File: config.mk
export PLATFORM = sky130hd
export DESIGN_NAME = bist_col_fail_rec
export DESIGN_NICKNAME = d
export VERILOG_FILES = /design/src/rtl/bist_rec_pkg.sv /design/src/rtl/bist_quad_log.sv /design/src/rtl/bist_rec_seq.sv /design/src/rtl/bist_col_fail_rec.sv
export SDC_FILE = /design/constraint.sdc
export NUM_CORES = 1
export LEC_CHECK = 0
export BUFFER_PORTS_ARGS = -buffer_cell sky130_fd_sc_hd__buf_4
export CORE_MARGIN = 5
export CORE_UTILIZATION = 35
export CTS_CLUSTER_SIZE = 14
export DETAILED_ROUTE_END_ITERATION = 10
export MAX_ROUTING_LAYER = met4
export PLACE_DENSITY_LB_ADDON = 0.05
export SYNTH_ARGS = -nofsm -noshare
export SYNTH_HDL_FRONTEND = slang
export SYNTH_HIERARCHICAL = 1
export SYNTH_SLANG_ARGS = --single-unit
File: constraint.sdc
create_clock -name clk -period 4.8 [get_ports clk]
set_input_delay 0.72 -clock clk [delete_from_list [all_inputs] [get_ports clk]]
set_output_delay 0.72 -clock clk [all_outputs]
set_load 0.02 [all_outputs]
File: src/rtl/bist_rec_pkg.sv
package bist_rec_pkg;
   // What a single report does to the slot it selects
   typedef enum logic [1:0] {
      ACT_NONE = 2'd0,
      ACT_FILL = 2'd1,
      ACT_MARK = 2'd2
   } rec_act_e;
endpackage

File: src/rtl/bist_quad_log.sv
module bist_quad_log
   import bist_rec_pkg::*;
#(
   parameter int BANK_W = 3,
   parameter int COL_W  = 7,
   parameter int REC_W  = 2 * COL_W + BANK_W,
   parameter int STAT_W = 2 * REC_W
) (
   input  logic              clk,
   input  logic              rst_n,
   input  logic              clr_i,
   input  logic              acc_i,
   input  logic [BANK_W-1:0] bank_i,
   input  logic [COL_W-1:0]  col_i,
   input  logic              hi_i,
   output logic [STAT_W-1:0] stat_o,
   output logic              fat_evt_o
);
   localparam logic [COL_W-1:0] EMPTY_C = '1;
   localparam logic [COL_W-1:0] FATAL_C = {{(COL_W-1){1'b1}}, 1'b0};

   logic [1:0]                       used_q;
   logic [1:0][BANK_W-1:0]           bank_q;
   logic [1:0][1:0][COL_W-1:0]       col_q;   // [slot][half]

   logic [1:0]       hit;
   logic             slot;
   logic             alloc;
   logic             ovf;
   logic [COL_W-1:0] cur;
   rec_act_e         act;

   always_comb begin
      for (int k = 0; k < 2; k++) begin
         hit[k] = used_q[k] && (bank_q[k] == bank_i);
      end
      alloc = 1'b0;
      ovf   = 1'b0;
      if (hit[0]) begin
         slot = 1'b0;
      end else if (hit[1]) begin
         slot = 1'b1;
      end else if (!used_q[0]) begin
         slot  = 1'b0;
         alloc = 1'b1;
      end else if (!used_q[1]) begin
         slot  = 1'b1;
         alloc = 1'b1;
      end else begin
         slot = 1'b1;
         ovf  = 1'b1;
      end
      cur = col_q[slot][hi_i];
      if (alloc) begin
         act = ACT_FILL;
      end else if (ovf) begin
         act = (cur == FATAL_C) ? ACT_NONE : ACT_MARK;
      end else if (cur == EMPTY_C) begin
         act = ACT_FILL;
      end else if ((cur == col_i) || (cur == FATAL_C)) begin
         act = ACT_NONE;
      end else begin
         act = ACT_MARK;
      end
   end

   always_ff @(posedge clk) begin
      if (!rst_n || clr_i) begin
         used_q <= '0;
         bank_q <= '1;
         col_q  <= '1;
      end else if (acc_i) begin
         case (act)
            ACT_FILL: begin
               used_q[slot]       <= 1'b1;
               bank_q[slot]       <= bank_i;
               col_q[slot][hi_i]  <= col_i;
            end
            ACT_MARK: col_q[slot][hi_i] <= FATAL_C;
            default: ;
         endcase
      end
   end

   assign fat_evt_o = acc_i && (act == ACT_MARK);

   for (genvar k = 0; k < 2; k++) begin : g_pack
      assign stat_o[k*REC_W +: REC_W] = {bank_q[k], col_q[k][1], col_q[k][0]};
   end
endmodule

File: src/rtl/bist_rec_seq.sv
module bist_rec_seq #(
   parameter int COL_W = 7
) (
   input  logic             clk,
   input  logic             rst_n,
   input  logic             clr_i,
   input  logic             done_i,
   input  logic             vld_i,
   input  logic [COL_W-1:0] col_i,
   input  logic             fat_evt_i,
   output logic             run_o,
   output logic             acc_o,
   output logic             fatal_o
);
   localparam logic [COL_W-1:0] FATAL_C = {{(COL_W-1){1'b1}}, 1'b0};

   logic run_q;
   logic fatal_q;

   always_ff @(posedge clk) begin
      if (!rst_n) begin
         run_q   <= 1'b0;
         fatal_q <= 1'b0;
      end else if (clr_i) begin
         run_q   <= 1'b1;
         fatal_q <= 1'b0;
      end else begin
         if (done_i)    run_q   <= 1'b0;
         if (fat_evt_i) fatal_q <= 1'b1;
      end
   end

   assign acc_o   = run_q && vld_i && !clr_i && (col_i < FATAL_C);
   assign run_o   = run_q;
   assign fatal_o = fatal_q;
endmodule

File: src/rtl/bist_col_fail_rec.sv
module bist_col_fail_rec #(
   parameter int NUM_QUADS = 4,
   parameter int BANK_W    = 3,
   parameter int COL_W     = 7,
   parameter int QSEL_W    = (NUM_QUADS > 1) ? $clog2(NUM_QUADS) : 1,
   parameter int REC_W     = 2 * COL_W + BANK_W,
   parameter int STAT_W    = 2 * REC_W
) (
   input  logic                              clk,
   input  logic                              rst_n,
   input  logic                              clr,
   input  logic                              done,
   input  logic                              fail_vld,
   input  logic [QSEL_W-1:0]                 fail_quad,
   input  logic [BANK_W-1:0]                 fail_bank,
   input  logic [COL_W-1:0]                  fail_col,
   input  logic                              fail_hi,
   output logic [NUM_QUADS-1:0][STAT_W-1:0]  q_stat,
   output logic                              fatal
);
   if (COL_W < 2) begin : g_bad_col
      $error("COL_W must leave room for the two sentinel codes");
   end
   if (BANK_W < 1) begin : g_bad_bank
      $error("BANK_W must be at least 1");
   end
   if (NUM_QUADS < 1) begin : g_bad_quads
      $error("NUM_QUADS must be at least 1");
   end

   logic                 run_w;
   logic                 acc_w;
   logic [NUM_QUADS-1:0] fat_evt;

   bist_rec_seq #(.COL_W(COL_W)) seq_i (
      .clk       (clk),
      .rst_n     (rst_n),
      .clr_i     (clr),
      .done_i    (done),
      .vld_i     (fail_vld),
      .col_i     (fail_col),
      .fat_evt_i (|fat_evt),
      .run_o     (run_w),
      .acc_o     (acc_w),
      .fatal_o   (fatal)
   );

   for (genvar q = 0; q < NUM_QUADS; q++) begin : g_quad
      logic acc_q;
      assign acc_q = acc_w && (fail_quad == QSEL_W'(q));

      bist_quad_log #(
         .BANK_W (BANK_W),
         .COL_W  (COL_W),
         .REC_W  (REC_W),
         .STAT_W (STAT_W)
      ) log_i (
         .clk       (clk),
         .rst_n     (rst_n),
         .clr_i     (clr),
         .acc_i     (acc_q),
         .bank_i    (fail_bank),
         .col_i     (fail_col),
         .hi_i      (fail_hi),
         .stat_o    (q_stat[q]),
         .fat_evt_o (fat_evt[q])
      );
   end
endmodule

Yosys cells after proc, flatten, opt, wreduce, memory -nomap -nowiden

Cells that the tools add are included.

RAM bits: 0
Memory bits (read-only): 0
Flip-flop bits (word level): 146
Bits of input ports: 18
Bits in latches: 0
Memories kept: 0

Shift-type cells: 0
Div/mod/pow operators: 0
Reduce and logical (&&, ||, !) cells: 47
Order comparisons: 11
Equal/unequal tests: 31
Muxes and demuxes: 120
Add/sub/neg operators: 0
Bitwise gates (word level): 17
Multiply operators: 0

Operators with widths:

| kind                 | count |
|---|---|
| $pmux W28 S2         | 4 |
| $mux W14             | 12 |
| $bwmux W28           | 4 |
| $or A24 B24 Y24      | 4 |
| $mux W7              | 9 |
| $demux W14 S1        | 4 |
| $eq A7 B7 Y1 const B | 8 |
| $mux W1              | 50 |
| $mux W2              | 20 |
| $eq A7 B7 Y1         | 4 |
| $bwmux W6            | 4 |
| $eq A3 B3 Y1         | 8 |
| $logic_and A1 B1 Y1  | 24 |
| $and A4 B4 Y4        | 4 |
| $not A4 Y4           | 4 |
| $reduce_and A2 Y1    | 8 |
| $demux W3 S1         | 4 |
| $eq A2 B2 Y1 const B | 6 |
| $mux W3              | 4 |
| $eq A2 B1 Y1 const B | 5 |
| $lt A1 B2 Y1 const B | 5 |
| $reduce_bool A2 Y1   | 5 |
| $or A2 B2 Y2         | 4 |
| $demux W7 S1         | 1 |
| other kinds (9)      | 21 |

Longest topological paths before layout

Depth in word-level cells: 17
Gate-level depth with buffers: 15
Gate-level depth less buffers: 12

Modules after synthesis

The synthesis kept the hierarchy.

By module, submodules not included:

| module                               | instances | cells each | area each (um^2) |
|---|---|---|---|
| bist_quad_log at g_quad[1].log_i ... | 3         | 218        | 1875.5 |
| bist_quad_log at g_quad[0].log_i     | 1         | 220        | 1866.8 |
| bist_rec_seq                         | 1         | 9          | 87.6 |
| bist_col_fail_rec                    | 1         | 5          | 38.8 |

Worst setup path after synthesis

OpenSTA, ideal clock, no wires.

Path kind: input to register
Start point: input fail_bank[1]
End point: register seq_i.fatal_q (netlist: seq_i/fatal_o)
Stages: 12
Data required time: 4685 ps
Path buffers: 0
Arrival: 3466 ps
Setup slack: 1219 ps
Library setup time: 115 ps
Cell sequence: xnor2_1 a41oi_2 nor2_2 mux4_2 xnor2_1 nand4_1 o41a_1 ha_1 and2_1 or4_1 nor2_1 nor3b_1

Cells in the longest elaborated chain, start to end: 17
Elaborated cells on any way between the ends: 101

Ends and longest elaborated chain:

| what                                        | RTL line                                 | RTL |
|---|---|---|
| start: declaration                          | bist_col_fail_rec.sv:15                  | `input logic [BANK_W-1:0] fail_bank,` |
| $eq A3 B3 Y1                                | bist_quad_log.sv:35                      | `hit[k] = used_q[k] && (bank_q[k] == bank_i);` |
| $logic_and A1 B1 Y1                         | bist_quad_log.sv:35                      |  |
| $mux W1                                     | bist_quad_log.sv:41                      | `end else if (hit[1]) begin` |
| $mux W1                                     | bist_quad_log.sv:39                      | `if (hit[0]) begin` |
| $mux W14 (not written as such) (2 in a row) | bist_quad_log.sv:53                      | `cur = col_q[slot][hi_i];` |
| $mux W7 (not written as such) (2 in a row)  | bist_quad_log.sv:53                      |  |
| $eq A7 B7 Y1 (on tied branches)             | bist_quad_log.sv:60, bist_quad_log.sv:57 |  |
| $logic_or A1 B1 Y1                          | bist_quad_log.sv:60                      | `end else if ((cur == col_i) \|\| (cur == FATAL_C)) begin` |
| $mux W2                                     | bist_quad_log.sv:60                      |  |
| $mux W2                                     | bist_quad_log.sv:58                      | `end else if (cur == EMPTY_C) begin` |
| $mux W2                                     | bist_quad_log.sv:56                      | `end else if (ovf) begin` |
| $mux W2 (*)                                 | bist_quad_log.sv:54                      | `if (alloc) begin` |
| $eq A2 B2 Y1 (*)                            | bist_quad_log.sv:85                      | `assign fat_evt_o = acc_i && (act == ACT_MARK);` |
| $logic_and A1 B1 Y1 (*)                     | bist_quad_log.sv:85                      |  |
| net fat_evt[0]                              | bist_col_fail_rec.sv:33                  | `logic [NUM_QUADS-1:0] fat_evt;` |
| $reduce_or A4 Y1 (*)                        | bist_col_fail_rec.sv:42                  | `.fat_evt_i (\|fat_evt),` |
| end signal: assignment                      | bist_rec_seq.sv:23                       | `fatal_q <= 1'b0;` |
| end signal: assignment                      | bist_rec_seq.sv:26                       | `fatal_q <= 1'b0;` |
| end signal: assignment                      | bist_rec_seq.sv:29                       | `if (fat_evt_i) fatal_q <= 1'b1;` |
| end: declaration                            | bist_rec_seq.sv:18                       | `logic fatal_q;` |

Mark *: on every way through the listed nets, which the timed path passes. The rest lies on a longest branch. The select of a mux whose other input is x is not followed.
A chain may end at the register's enable or synchronous reset.

Final worst setup path

Start point: input fail_bank[0]
End point: register seq_i.fatal_q (netlist: seq_i/fatal_o)

Same word-level chain as after synthesis.

==> results by group <==
Critical path
  – Top Family by Delay on Critical Path: simple AND/OR/NAND/NOR gates
  – Slowest CP cell: mux4_2
  – Worst Path Arrival: 4250 ps
  – CP Launch Type: input port
  – Critical-path cell list: buf_4 > xnor2_1 > a41oi_4 > nor2_4 > mux4_2 > xor2_1 > nor4_2 > a211oi_1 > ha_1 > and2_1 > or4_1 > nor2_1 > nor3b_1
  – Cells on worst reg2reg path: 12
  – Critical path endpoint category: register
  – Worst path max stage delay: 580 ps
  – Crit path max fanout: 16
  – Buf/Inv on CP: 1
  – CP Class: input port to register
  – Reg-to-reg startpoint: g_quad[1].log_i/stat_o[33]
  – Reg2reg end: seq_i/fatal_o
  – CP required: 5110 ps
  – Register-to-register setup slack: 990 ps

Synthesis
  – Synth Cell Area: 7620 sq um
  – Register area share after synthesis: 38.4%
  – Largest cells by area after synthesis: dfxtp_1, o211ai_1, nand2_1
  – Post-synth EDFFs: 0
  – Mapped Cells: 888
  – Synthesized area per cell: 8.58 sq um
  – Synth top area share: 38.4%
  – Dominant cell type by area after synthesis: dfxtp_1
  – Synth cell types: 44
  – YS warnings: 6
  – Synthesized Nets: 914
  – Synthesis-stage register bit count: 146
  – Ys flop type: dfxtp_1
  – Ys async rst share: 0%

Placed design
  – Port-buffer cells: 154
  – Placement Setup Slack: 450 ps
  – Final Wtd Congestion: 0.782
  – Post-DP HPWL: 17.7 mm

STA
  – Setup slack after layout: 857 ps
  – Endpoints failing setup: 0
  – Max-slew violations: 0
  – RSZ-0062 raised after global routing: no
  – Fmax: 0.254 GHz
  – Fin Setup TNS: 0 ps
  – Clk_skew: 12.9 ps
  – Final hold violations: 0
  – Hold slack: 507 ps
  – Least-Margin Pin Slew: 611 ps
  – Final period utilization: 82.1%
  – Headroom to the max-slew limit: 59.0%
  – Minimum clock period: 3940 ps

CTS
  – Num CTS Buffers: 17
  – Clock insertion delay at the later pin of the skew report: 430 ps
  – Root Buffer: clkbuf_16
  – H-tree levels: 4
  – CTS tree: done
  – Sinks on Clock Net: 146
  – Post-CTS sizing: 0
  – Max clock buf depth: 2
  – Setup bufs post-CTS: 0
  – Hold_buf cts: 0
  – Clock Pin Slew Worst Setup and Hold Paths: 60 ps

Route
  – Drt drc: 0
  – Vias per cell: 5.33
  – DR iter-0 viols: 481
  – DRT Wirelength: 24.8 mm
  – Antenna viol nets, final: 0
  – Initial DRT Pass Iterations: 4
  – WL per Instance: 18.9 um
  – Routed via count: 7014

Cells and area
  – Ant diodes: 0
  – Share of cells above drive strength 1: 22.7%
  – Nets: 1048
  – Area Growth Syn to Fin: 27.1%
  – Fill count: 2223

Global routing
  – Initial antenna violation count: 1
  – First-pass GRT wire length: 38.5 mm
  – GRT Residual Overflow: 0
  – Tot GR Track Use: 20.5%
  – Vias in the first global route: 6583
  – Largest net degree at the start of global routing: 56

Die
  – Num rows: 54
  – Placeable Area: 21600 sq um
  – Die area: 24800 sq um
  – Die extent in x: 158 um
  – Ports: 155
  – Die H: 158 um
  – Initial core utilization: 35.2%

Min path
  – Min-delay worst type: register to register
  – Worst Hold End: g_quad[1].log_i/stat_o[1]
  – Worst Hold Launch: g_quad[1].log_i/stat_o[1]
  – Hold Crit Depth: 2

Power
  – Final Power: 2.85 mW
  – Worst vdd ir: 0.231 mV
  – LEAKAGE: 4.64 nW
  – PwrDens: 294 nW/um^2

Outcome
  – Status: completed

Job
  – Max-cap viol count: 0
cell usage after synthesis (all sizes together) (6+ instances only):
cell and count:
a211oi 27, a2bb2oi 24, and3 8, buf 16
clkbuf 43, dfxtp 146, ha 8, inv 7
mux2i 24, mux4 8, nand2 196, nand2b 55
nand4 21, nand4b 8, nor2 54, nor2b 9
nor3b 6, nor4 6, o211ai 112, xnor2 41
xor2 11
layer usage:
layer | global-route usage, % | up-vias | part of all wire [%]
li1 | - | 3470 | -
met1 | 28.0 | 3361 | 47
met2 | 31.3 | 159 | 47
met3 | 3.05 | 24 | 4.3
met4 | 6.27 | 0 | 1.3
met5 | - | - | 0
worst max-delay path by stage:
stage / start / endpoint / slack [ps] / depth (start not counted)
2_1_floorplan: fail_bank[1] / seq_i/fatal_o / 1220 / 12
3_3_place_gp: fail_bank[1] / seq_i/fatal_o / 430 / 13
3_5_place_dp: fail_bank[2] / g_quad[3].log_i/stat_o[10] / 450 / 11
4_1_cts: fail_bank[0] / seq_i/fatal_o / 870 / 13
5_1_grt: fail_bank[0] / g_quad[1].log_i/stat_o[23] / 570 / 13
6_report: fail_bank[0] / seq_i/fatal_o / 860 / 13
cell type report:
class	instances	area, sq um	share of cell area, %
Multi-Input combinational cell	676	4440	45.9
Inverter	7	26.3	0.271
Clock inverter	12	183	1.89
Clock buffer	20	437	4.51
Timing Repair Buffer	174	1320	13.6
Sequential cell	146	2920	30.2
Tap cell	280	350	3.62
registers in the layout, indices dropped and copies added, names as in the netlist:
register             count
seq_i/run_o              1
g_quad.log_i/stat_o    136
seq_i/fatal_o            1
g_quad.log_i/used_q      8
where the power goes:
part | switching (mW) | leakage, nW | internal, mW
combinational | 0.132 | 3.16 | 0.0739
clock | 0.551 | 0.291 | 0.873
sequential | 0.00257 | 1.18 | 1.21
total | 0.685 | 4.64 | 2.16
metrics by stage:
stage,util [%],area [sq um],std cells
finish,44.8,9680,1315
global route,44.8,9680,1315
CTS,44.8,9680,1315
detailed placement,41.9,9060,1283
global placement,41.9,9060,1283
floorplan,-,7620,888
kinds of logic (layout without fill, tap and decap cells):
kind of cell             after synthesis  in the layout  synth area share, %
AND/OR/NAND/NOR                      390            390                 25.0
AO/OA/AOI/OAI                        194            194                 20.3
flip-flops                           146            146                 38.4
buffers and inverters                 66            213                 3.45
XOR/XNOR                              52             52                 5.98
multiplexers                          32             32                 5.52
adder cells (fa/ha/maj)                8              8                 1.31
worst min-delay path, stage by stage, from the launching register on:
cell and delay, ps:
dfxtp_1 320, nand2_1 60, o211ai_1 70
cell usage in the layout, fill, tap and decap left out, types with 6 or more instances in the layout:
cell type and instances:
mux4_2 8, and3_1 8, nor2_1 50, a211oi_1 27, nand4_1 21, nand2b_1 55, nand2_1 196, dfxtp_1 146
mux2i_1 24, a2bb2oi_1 24, buf_4 173, nand4b_1 8, o211ai_1 112, inv_1 7, nor3b_1 6, ha_1 8
xnor2_1 41, xor2_1 11, clkbuf_16 17
(Power assumes the default switching activity.)
